`src/rtl/dtlb_pkg.sv`:
```
package dtlb_pkg;
  localparam int VA_W      = 32;
  localparam int PAGE_BITS = 13;
  localparam int VPN_W     = VA_W - PAGE_BITS;
  localparam int PID_W     = 8;

  localparam int LO_G = 4;
  localparam int LO_V = 3;
  localparam int LO_K = 2;
  localparam int LO_W = 1;
  localparam int LO_X = 0;

  localparam logic [1:0] ACC_READ  = 2'b01;
  localparam logic [1:0] ACC_WRITE = 2'b10;

  localparam logic [3:0] VEC_NONE    = 4'h0;
  localparam logic [3:0] VEC_REFILL  = 4'h8;
  localparam logic [3:0] VEC_INVALID = 4'h9;
  localparam logic [3:0] VEC_ACCESS  = 4'hA;
  localparam logic [3:0] VEC_WPROT   = 4'hB;

  localparam logic [1:0] RA_SEL = 2'd0;
  localparam logic [1:0] RA_HI  = 2'd1;
  localparam logic [1:0] RA_LO  = 2'd2;

  typedef struct packed {
    logic [VA_W-1:0] hi;
    logic [VA_W-1:0] lo;
  } entry_t;
endpackage

```
`src/rtl/dtlb_store.sv`:
```
module dtlb_store
  import dtlb_pkg::*;
#(
  parameter int SETS    = 16,
  parameter int WAYS    = 4,
  parameter int COPIES  = 2,
  parameter int LK_COPY = 1,
  localparam int IDX_W  = $clog2(SETS),
  localparam int WAY_W  = $clog2(WAYS),
  localparam int CP_W   = (COPIES > 1) ? $clog2(COPIES) : 1
) (
  input  logic                clk_i,
  input  logic                rst_ni,
  input  logic                wr_en_i,
  input  logic [CP_W-1:0]     wr_copy_i,
  input  logic [IDX_W-1:0]    wr_idx_i,
  input  logic [WAY_W-1:0]    wr_way_i,
  input  entry_t              wr_entry_i,
  input  logic [IDX_W-1:0]    rd_idx_i,
  output entry_t [WAYS-1:0]   rd_row_o
);
  entry_t mem_q [COPIES][SETS][WAYS];

  always_ff @(posedge clk_i or negedge rst_ni) begin
    if (!rst_ni) begin
      for (int c = 0; c < COPIES; c++)
        for (int s = 0; s < SETS; s++)
          for (int w = 0; w < WAYS; w++)
            mem_q[c][s][w] <= '0;
    end else if (wr_en_i) begin
      for (int c = 0; c < COPIES; c++)
        for (int s = 0; s < SETS; s++)
          for (int w = 0; w < WAYS; w++)
            if (wr_copy_i == CP_W'(c) && wr_idx_i == IDX_W'(s) && wr_way_i == WAY_W'(w))
              mem_q[c][s][w] <= wr_entry_i;
    end
  end

  for (genvar w = 0; w < WAYS; w++) begin : g_rd
    assign rd_row_o[w] = mem_q[LK_COPY][rd_idx_i][w];
  end
endmodule

```
`src/rtl/dtlb_match.sv`:
```
module dtlb_match
  import dtlb_pkg::*;
#(
  parameter int WAYS = 4
) (
  input  entry_t [WAYS-1:0]  row_i,
  input  logic [VPN_W-1:0]   vpn_i,
  input  logic               write_i,
  input  logic [PID_W-1:0]   pid_i,
  input  logic               chk_valid_i,
  input  logic               chk_write_i,
  output logic               hit_o,
  output logic [VPN_W-1:0]   pfn_o,
  output logic [3:0]         vec_o,
  output logic               upd_sel_o
);
  logic [WAYS-1:0] way_eq;
  logic            found;
  entry_t          ent;
  logic [PID_W-1:0] ent_pid;

  for (genvar w = 0; w < WAYS; w++) begin : g_cmp
    assign way_eq[w] = (row_i[w].hi[VA_W-1:PAGE_BITS] == vpn_i);
  end

  // lowest matching way wins
  always_comb begin
    found = 1'b0;
    ent   = '0;
    for (int w = 0; w < WAYS; w++) begin
      if (way_eq[w] && !found) begin
        found = 1'b1;
        ent   = row_i[w];
      end
    end
  end

  assign ent_pid = ent.hi[PID_W-1:0];

  always_comb begin
    hit_o     = 1'b0;
    upd_sel_o = 1'b0;
    vec_o     = VEC_NONE;
    if (!found) begin
      vec_o     = VEC_REFILL;
      upd_sel_o = 1'b1;
    end else if (chk_valid_i && !ent.lo[LO_V]) begin
      vec_o     = VEC_INVALID;
      upd_sel_o = 1'b1;
    end else if (!ent.lo[LO_G] && ent_pid != '1 && ent_pid != pid_i) begin
      vec_o = VEC_ACCESS;
    end else if (write_i && chk_write_i && !ent.lo[LO_W]) begin
      vec_o = VEC_WPROT;
    end else begin
      hit_o = 1'b1;
    end
  end

  assign pfn_o = hit_o ? ent.lo[VA_W-1:PAGE_BITS] : '0;
endmodule

```
`src/rtl/dtlb_ctrl.sv`:
```
module dtlb_ctrl
  import dtlb_pkg::*;
#(
  parameter int SETS   = 16,
  parameter int WAYS   = 4,
  parameter int COPIES = 2,
  localparam int IDX_W = $clog2(SETS),
  localparam int WAY_W = $clog2(WAYS),
  localparam int SEL_W = IDX_W + WAY_W,
  localparam int CP_W  = (COPIES > 1) ? $clog2(COPIES) : 1
) (
  input  logic               clk_i,
  input  logic               rst_ni,
  input  logic               lk_valid_i,
  input  logic [VPN_W-1:0]   lk_vpn_i,
  input  logic [IDX_W-1:0]   lk_idx_i,
  input  logic               lk_write_i,
  input  logic [PID_W-1:0]   pid_i,
  input  logic               m_hit_i,
  input  logic [VPN_W-1:0]   m_pfn_i,
  input  logic [3:0]         m_vec_i,
  input  logic               m_upd_sel_i,
  input  logic [1:0]         bank_i,
  input  logic               reg_we_i,
  input  logic [1:0]         reg_addr_i,
  input  logic [VA_W-1:0]    reg_wdata_i,
  output logic               rsp_valid_o,
  output logic               rsp_hit_o,
  output logic [VPN_W-1:0]   rsp_pfn_o,
  output logic [3:0]         rsp_vec_o,
  output logic [VA_W-1:0]    cause_o,
  output logic [SEL_W-1:0]   sel_o,
  output logic               commit_o,
  output logic [CP_W-1:0]    commit_copy_o,
  output logic [IDX_W-1:0]   commit_idx_o,
  output logic [WAY_W-1:0]   commit_way_o,
  output entry_t             commit_entry_o
);
  logic bank_ok, wr_sel, wr_hi, fault;
  logic [VA_W-1:0]  cause_q;
  logic [SEL_W-1:0] sel_q;

  assign bank_ok = (bank_i == 2'd1) || (bank_i == 2'd2);
  assign wr_sel  = reg_we_i && reg_addr_i == RA_SEL;
  assign wr_hi   = reg_we_i && reg_addr_i == RA_HI && bank_ok;
  assign fault   = lk_valid_i && !m_hit_i;

  always_ff @(posedge clk_i or negedge rst_ni) begin
    if (!rst_ni) begin
      sel_q <= '0;
    end else if (wr_sel) begin
      sel_q <= reg_wdata_i[SEL_W-1:0];
    end else if (lk_valid_i && m_upd_sel_i) begin
      sel_q <= {{WAY_W{1'b0}}, lk_idx_i};
    end
  end

  always_ff @(posedge clk_i or negedge rst_ni) begin
    if (!rst_ni) begin
      cause_q <= '0;
    end else if (wr_hi) begin
      cause_q <= reg_wdata_i;
    end else if (fault) begin
      cause_q <= {lk_vpn_i, cause_q[PAGE_BITS-1:10],
                  lk_write_i ? ACC_WRITE : ACC_READ, pid_i};
    end
  end

  always_ff @(posedge clk_i or negedge rst_ni) begin
    if (!rst_ni) begin
      rsp_valid_o <= 1'b0;
      rsp_hit_o   <= 1'b0;
      rsp_pfn_o   <= '0;
      rsp_vec_o   <= VEC_NONE;
    end else begin
      rsp_valid_o <= lk_valid_i;
      if (lk_valid_i) begin
        rsp_hit_o <= m_hit_i;
        rsp_pfn_o <= m_pfn_i;
        rsp_vec_o <= m_vec_i;
      end
    end
  end

  assign commit_o       = reg_we_i && reg_addr_i == RA_LO && bank_ok;
  assign commit_copy_o  = CP_W'(bank_i - 2'd1);
  assign commit_idx_o   = sel_q[IDX_W-1:0];
  assign commit_way_o   = sel_q[SEL_W-1:IDX_W];
  assign commit_entry_o = '{hi: cause_q, lo: reg_wdata_i};
  assign cause_o        = cause_q;
  assign sel_o          = sel_q;

  p_rsp_follows_r1: assert property (@(posedge clk_i) disable iff (!rst_ni)
    lk_valid_i |=> rsp_valid_o);
  p_sel_refill_r3: assert property (@(posedge clk_i) disable iff (!rst_ni)
    (lk_valid_i && m_upd_sel_i && !reg_we_i) |=> sel_q == {{WAY_W{1'b0}}, $past(lk_idx_i)});
  p_cause_pid_r8: assert property (@(posedge clk_i) disable iff (!rst_ni)
    (fault && !reg_we_i) |=> cause_q[PID_W-1:0] == $past(pid_i));
  p_cause_hold_r8: assert property (@(posedge clk_i) disable iff (!rst_ni)
    (lk_valid_i && m_hit_i && !reg_we_i) |=> $stable(cause_q));
  p_sel_write_r9: assert property (@(posedge clk_i) disable iff (!rst_ni)
    wr_sel |=> sel_q == $past(reg_wdata_i[SEL_W-1:0]));
endmodule

```
`src/rtl/dtlb_sw_refill.sv`:
```
module dtlb_sw_refill
  import dtlb_pkg::*;
#(
  parameter int SETS   = 16,
  parameter int WAYS   = 4,
  parameter int COPIES = 2
) (
  input  logic                                  clk_i,
  input  logic                                  rst_ni,
  input  logic                                  lk_valid_i,
  input  logic [31:0]                           lk_vaddr_i,
  input  logic                                  lk_write_i,
  input  logic [7:0]                            pid_i,
  input  logic                                  chk_valid_i,
  input  logic                                  chk_write_i,
  input  logic [1:0]                            bank_i,
  input  logic                                  reg_we_i,
  input  logic [1:0]                            reg_addr_i,
  input  logic [31:0]                           reg_wdata_i,
  output logic                                  rsp_valid_o,
  output logic                                  rsp_hit_o,
  output logic [18:0]                           rsp_pfn_o,
  output logic [3:0]                            rsp_vec_o,
  output logic [31:0]                           cause_o,
  output logic [$clog2(SETS)+$clog2(WAYS)-1:0]  sel_o
);
  localparam int IDX_W   = $clog2(SETS);
  localparam int WAY_W   = $clog2(WAYS);
  localparam int CP_W    = (COPIES > 1) ? $clog2(COPIES) : 1;
  localparam int LK_COPY = COPIES - 1;

  logic [VPN_W-1:0] vpn;
  logic [IDX_W-1:0] idx;
  entry_t [WAYS-1:0] row;
  logic              m_hit, m_upd;
  logic [VPN_W-1:0]  m_pfn;
  logic [3:0]        m_vec;
  logic              commit;
  logic [CP_W-1:0]   commit_copy;
  logic [IDX_W-1:0]  commit_idx;
  logic [WAY_W-1:0]  commit_way;
  entry_t            commit_entry;

  assign vpn = lk_vaddr_i[VA_W-1:PAGE_BITS];
  assign idx = vpn[IDX_W-1:0];

  dtlb_store #(.SETS(SETS), .WAYS(WAYS), .COPIES(COPIES), .LK_COPY(LK_COPY)) u_store (
    .clk_i, .rst_ni,
    .wr_en_i(commit), .wr_copy_i(commit_copy), .wr_idx_i(commit_idx),
    .wr_way_i(commit_way), .wr_entry_i(commit_entry),
    .rd_idx_i(idx), .rd_row_o(row)
  );

  dtlb_match #(.WAYS(WAYS)) u_match (
    .row_i(row), .vpn_i(vpn), .write_i(lk_write_i), .pid_i,
    .chk_valid_i, .chk_write_i,
    .hit_o(m_hit), .pfn_o(m_pfn), .vec_o(m_vec), .upd_sel_o(m_upd)
  );

  dtlb_ctrl #(.SETS(SETS), .WAYS(WAYS), .COPIES(COPIES)) u_ctrl (
    .clk_i, .rst_ni,
    .lk_valid_i, .lk_vpn_i(vpn), .lk_idx_i(idx), .lk_write_i, .pid_i,
    .m_hit_i(m_hit), .m_pfn_i(m_pfn), .m_vec_i(m_vec), .m_upd_sel_i(m_upd),
    .bank_i, .reg_we_i, .reg_addr_i, .reg_wdata_i,
    .rsp_valid_o, .rsp_hit_o, .rsp_pfn_o, .rsp_vec_o, .cause_o, .sel_o,
    .commit_o(commit), .commit_copy_o(commit_copy), .commit_idx_o(commit_idx),
    .commit_way_o(commit_way), .commit_entry_o(commit_entry)
  );

  p_hit_no_vec_r1: assert property (@(posedge clk_i) disable iff (!rst_ni)
    (rsp_valid_o && rsp_hit_o) |-> (rsp_vec_o == VEC_NONE));
  p_fault_no_pfn_r1: assert property (@(posedge clk_i) disable iff (!rst_ni)
    (rsp_valid_o && !rsp_hit_o) |-> (rsp_pfn_o == '0 && rsp_vec_o[3]));
endmodule

```
`config.mk`:
```
export PLATFORM = sky130hd
export DESIGN_NAME = dtlb_sw_refill
export DESIGN_NICKNAME = d
export VERILOG_FILES = /design/src/rtl/dtlb_pkg.sv /design/src/rtl/dtlb_store.sv /design/src/rtl/dtlb_match.sv /design/src/rtl/dtlb_ctrl.sv /design/src/rtl/dtlb_sw_refill.sv
export SDC_FILE = /design/constraint.sdc
export NUM_CORES = 2
export LEC_CHECK = 0
export BUFFER_PORTS_ARGS = -buffer_cell sky130_fd_sc_hd__buf_2
export CAP_MARGIN = 25
export CORE_ASPECT_RATIO = 2
export CORE_MARGIN = 2
export CORE_UTILIZATION = 40
export CTS_BUF_LIST = sky130_fd_sc_hd__clkbuf_4 sky130_fd_sc_hd__clkbuf_8
export CTS_CLUSTER_SIZE = 28
export DETAILED_ROUTE_END_ITERATION = 8
export SYNTH_ARGS = -nofsm -noshare
export SYNTH_HDL_FRONTEND = slang
export SYNTH_SLANG_ARGS = --single-unit
```
`constraint.sdc`:
```
create_clock -name clk_i -period 7.16 [get_ports clk_i]
set_input_delay 0.716 -clock clk_i [delete_from_list [all_inputs] [get_ports clk_i]]
set_output_delay 0.716 -clock clk_i [all_outputs]
set_load 0.02 [all_outputs]
```
==> results.toml <==
[run_status]
status = "complete, no violations"

[synth]
synthArstFlopShare_pct = 100
seq_area_frac_synth_pct = 54.7
synth_fp_nets = 9631
synth_ff_type = "dfrtp_1"
ys_ff_latch = 3198
syn_inst = 9548
syn_area_um2 = 146000
postSynthAreaPerCell_um2 = 15.3
synthDistinctLibCells = 94
yosys_warnings = 0
synth-edff-count = 0

[placement]
hpwl_um = 315000
port_buffers = 131
place.gp.congestion = 0.914
dpl_cell_area_um2 = 153000
place_inst = 13839

[clocking]
clkSinkCount = 3198
cts_buffer_depth = 4
clk_latency_ns = 1.14
cts_max_level = 5
tritoncts = "done"
path_clk_slew_ns = 0.07
cts_buffers = 456
root_buffer = "clkbuf_8"
postCtsSetupRepairBufs = 0

[global_routing]
grt_pass1_wl_um = 717000
grt_overflow_total = 0
grt_usage_pct = 27.0
grt_pass1_vias = 96232
antenna_found_initial = 30
grt_max_degree = 195

[die]
pin_count = 146
die_x_um = 432
die_h_um = 859
die_area_um2 = 371000
fp.coreArea_um2 = 365000
start_util_pct = 40.1
placementRows = 314

[power]
leakage_nw = 78.8
p_per_area_nw_per_um2 = 227
peakVddDrop_mv = 0.141

[sta]
max_freq_ghz = 0.163
worst_pin_slew_ns = 1.25
finalHoldViolations = 0
rsz0062_at_grt = "false"
tns_ns = 0
slew_violations = 0
setup_viol_count_final = 0
finClkSkew_ns = 0.106
slew_headroom_pct = 16.3
min_period_over_period_pct = 85.7
min_period_ns = 6.14

[worst_setup_path]
path_class = "in2reg"
path_depth = 24
critPathTopFamily = "buffers and inverters"
critPathLaunchType = "input pin"
endpoint_kind = "flip-flop"
critPathMaxFanout = 31
crit_required_ns = 8.18
arrival_ns = 7.16
crit_start = "lk_vaddr_i[14]"
ff2ff_setup_slack_ns = 1.15
worst-path-buf-inv = 10
r2r_cells = 20
slowest_delay_ns = 1.01
cpMostUsedCell = "buf_4"
crit_chain = "buf_8 > buf_12 > nor2b_2 > buf_4 > buf_4 > a22oi_1 > a211oi_1 > and3b_1 > o211ai_1 > nor4_4 > buf_4 > and2_1 > nor4_4 > buf_12 > buf_4 > nand2_1 > a222oi_1 > a31o_1 > a31oi_4 > buf_12 > buf_4 > o211ai_1 > a31oi_1 > dlygate4sd3_1"
cp-endpoint = "u_ctrl.cause_o[9]"
r2r-end = "u_ctrl.cause_o[9]"
crit_path_top_delay_cell = "a211oi_1"
r2r_start = "u_store.mem_q[2748]"

[finish]
syn2layout_area_growth_pct = 11.5
layout.cells.non_filler = 14688
fin_area_um2 = 163000
multi_input_area_um2 = 62300
drive_gt1_share_pct = 54.2
fill_cells = 32011
utilization_pct = 44.7
nNetsFinal = 9677
seq_area_um2 = 80100

[routing]
drt_iter0_markers = 6580
vias = 88240
drtPass1Iterations = 6
route.antenna.remaining_nets = 0
wire_per_inst_um = 34.3
via_per_inst = 6.01
drc_errors = 0
drt_wl_total_um = 503000

[flow_run]
drv_cap = 0

[worst_hold_path]
hold_path.class = "in2reg"
[per-layer routing]
metal / up-vias / wire [µm] / global-route usage (%)
met5: - / 70 / 0
met4: 12 / 43600 / 19.9
met3: 1341 / 26500 / 4.41
met2: 3274 / 253000 / 46.4
met1: 48333 / 180000 / 30.3
li1: 35280 / - / -
[placed cells by master (no fill, tap or decap), drive strengths merged, types with 8 or more instances in the layout]
cell	synthesis	routed
nand4	21	21
a31oi	54	54
inv	28	32
a22o	35	35
mux4	750	750
dfrtp	3198	3198
clkinv	0	39
mux2i	210	210
nor2b	23	23
nor4	17	17
xor2	28	28
o22ai	33	33
nand2	260	260
a221oi	17	17
bufinv	0	11
and2	10	10
o211ai	47	47
a221o	8	8
a21oi	61	61
nor2	126	126
nand3	111	111
and3	31	31
or3	9	9
clkbuf	581	736
o21ai	55	55
mux2	3162	3162
nand4b	9	9
dlygate4sd3	0	24
buf	409	551
a22oi	39	39
diode	0	15
clkinvlp	0	9
o2111ai	8	8
nand2b	24	24
nor3	21	21
xnor2	48	48
[through the flow]
step,setup slack [ns],power (mW),hold slack (ns)
6_report,1.02,37.0,0.0374
5_1_grt,0.953,38.2,0.0279
4_1_cts,1.23,37.3,0.0179
3_5_place_dp,0.430,21.6,0.476
3_3_place_gp,-0.0632,21.5,0.463
2_1_floorplan,1.95,20.3,0.420
[flip-flops by register name (all words and copies together), names as in the netlist]
name                flops
u_ctrl.cause_o         32
u_store.mem_q        3136
u_ctrl.rsp_pfn_o       19
u_ctrl.rsp_vec_o        3
u_ctrl.rsp_valid_o      1
u_ctrl.sel_o            6
u_ctrl.rsp_hit_o        1
[area by class of cell]
type	count	share of cell area (%)
sequential	3198	49.1
multi-input combinational	5332	38.2
clock buffer	734	5.59
tap	4740	3.63
timing repair buffer	578	3.07
clock inverter	63	0.401
inverter	28	0.0728
antenna	15	0.0230
[cells by family (layout without fill, tap and decap cells)]
group	Yosys count	after routing	synth area share, %
multiplexers	4122	4122	37.3
AND/OR/NAND/NOR	695	695	2.31
buffers and inverters	1018	1403	3.10
flip-flops	3198	3198	54.7
AO/OA/AOI/OAI	438	438	2.13
XOR/XNOR	76	76	0.455
other	1	16	0.00256
[power by group]
part / leakage, nW / internal (mW) / total (mW) / switching (mW)
clock network: 5.21 / 8.41 / 15.7 / 7.27
logic: 29.1 / 0.862 / 2.64 / 1.78
registers: 44.5 / 18.4 / 18.7 / 0.246
[worst min-delay path by stage]
stage                          end              from  slack, ns  cells past startpoint
4_1_cts         u_ctrl.cause_o[30]    lk_vaddr_i[30]       0.02                      3
3_5_place_dp      u_ctrl.rsp_hit_o  u_ctrl.rsp_hit_o       0.48                      1
6_report       u_store.mem_q[3609]   reg_wdata_i[25]       0.04                      2
3_3_place_gp      u_ctrl.rsp_hit_o  u_ctrl.rsp_hit_o       0.46                      1
2_1_floorplan    u_ctrl.cause_o[0]            rst_ni       0.42                      0
5_1_grt         u_store.mem_q[541]   reg_wdata_i[29]       0.03                      2
[cells in the mapped netlist (all sizes together) (9+ instances only)]
master / instances / area share (%)
a221oi: 17 / 0.10
nand4b: 9 / 0.054
nor3: 21 / 0.072
dfrtp: 3198 / 55
nand2: 260 / 0.67
clkbuf: 581 / 1.5
xor2: 28 / 0.17
nand3: 111 / 0.38
a21oi: 61 / 0.21
nor4: 17 / 0.11
inv: 28 / 0.072
nor2b: 23 / 0.098
o211ai: 47 / 0.25
mux2i: 210 / 1.4
buf: 409 / 1.5
nand4: 21 / 0.090
a22oi: 39 / 0.20
nand2b: 24 / 0.10
xnor2: 48 / 0.29
and3: 31 / 0.13
nor2: 126 / 0.33
mux4: 750 / 12
o21ai: 55 / 0.19
and2: 10 / 0.043
a22o: 35 / 0.21
mux2: 3162 / 24
a31oi: 54 / 0.24
or3: 9 / 0.038
o22ai: 33 / 0.14
[timing repair]
action,in CTS,in global routing
hold buffers,23,1
hold endpoints to repair,76,2
gates resized for setup,0,0
No activity file was read; power rests on OpenSTA's default activity.
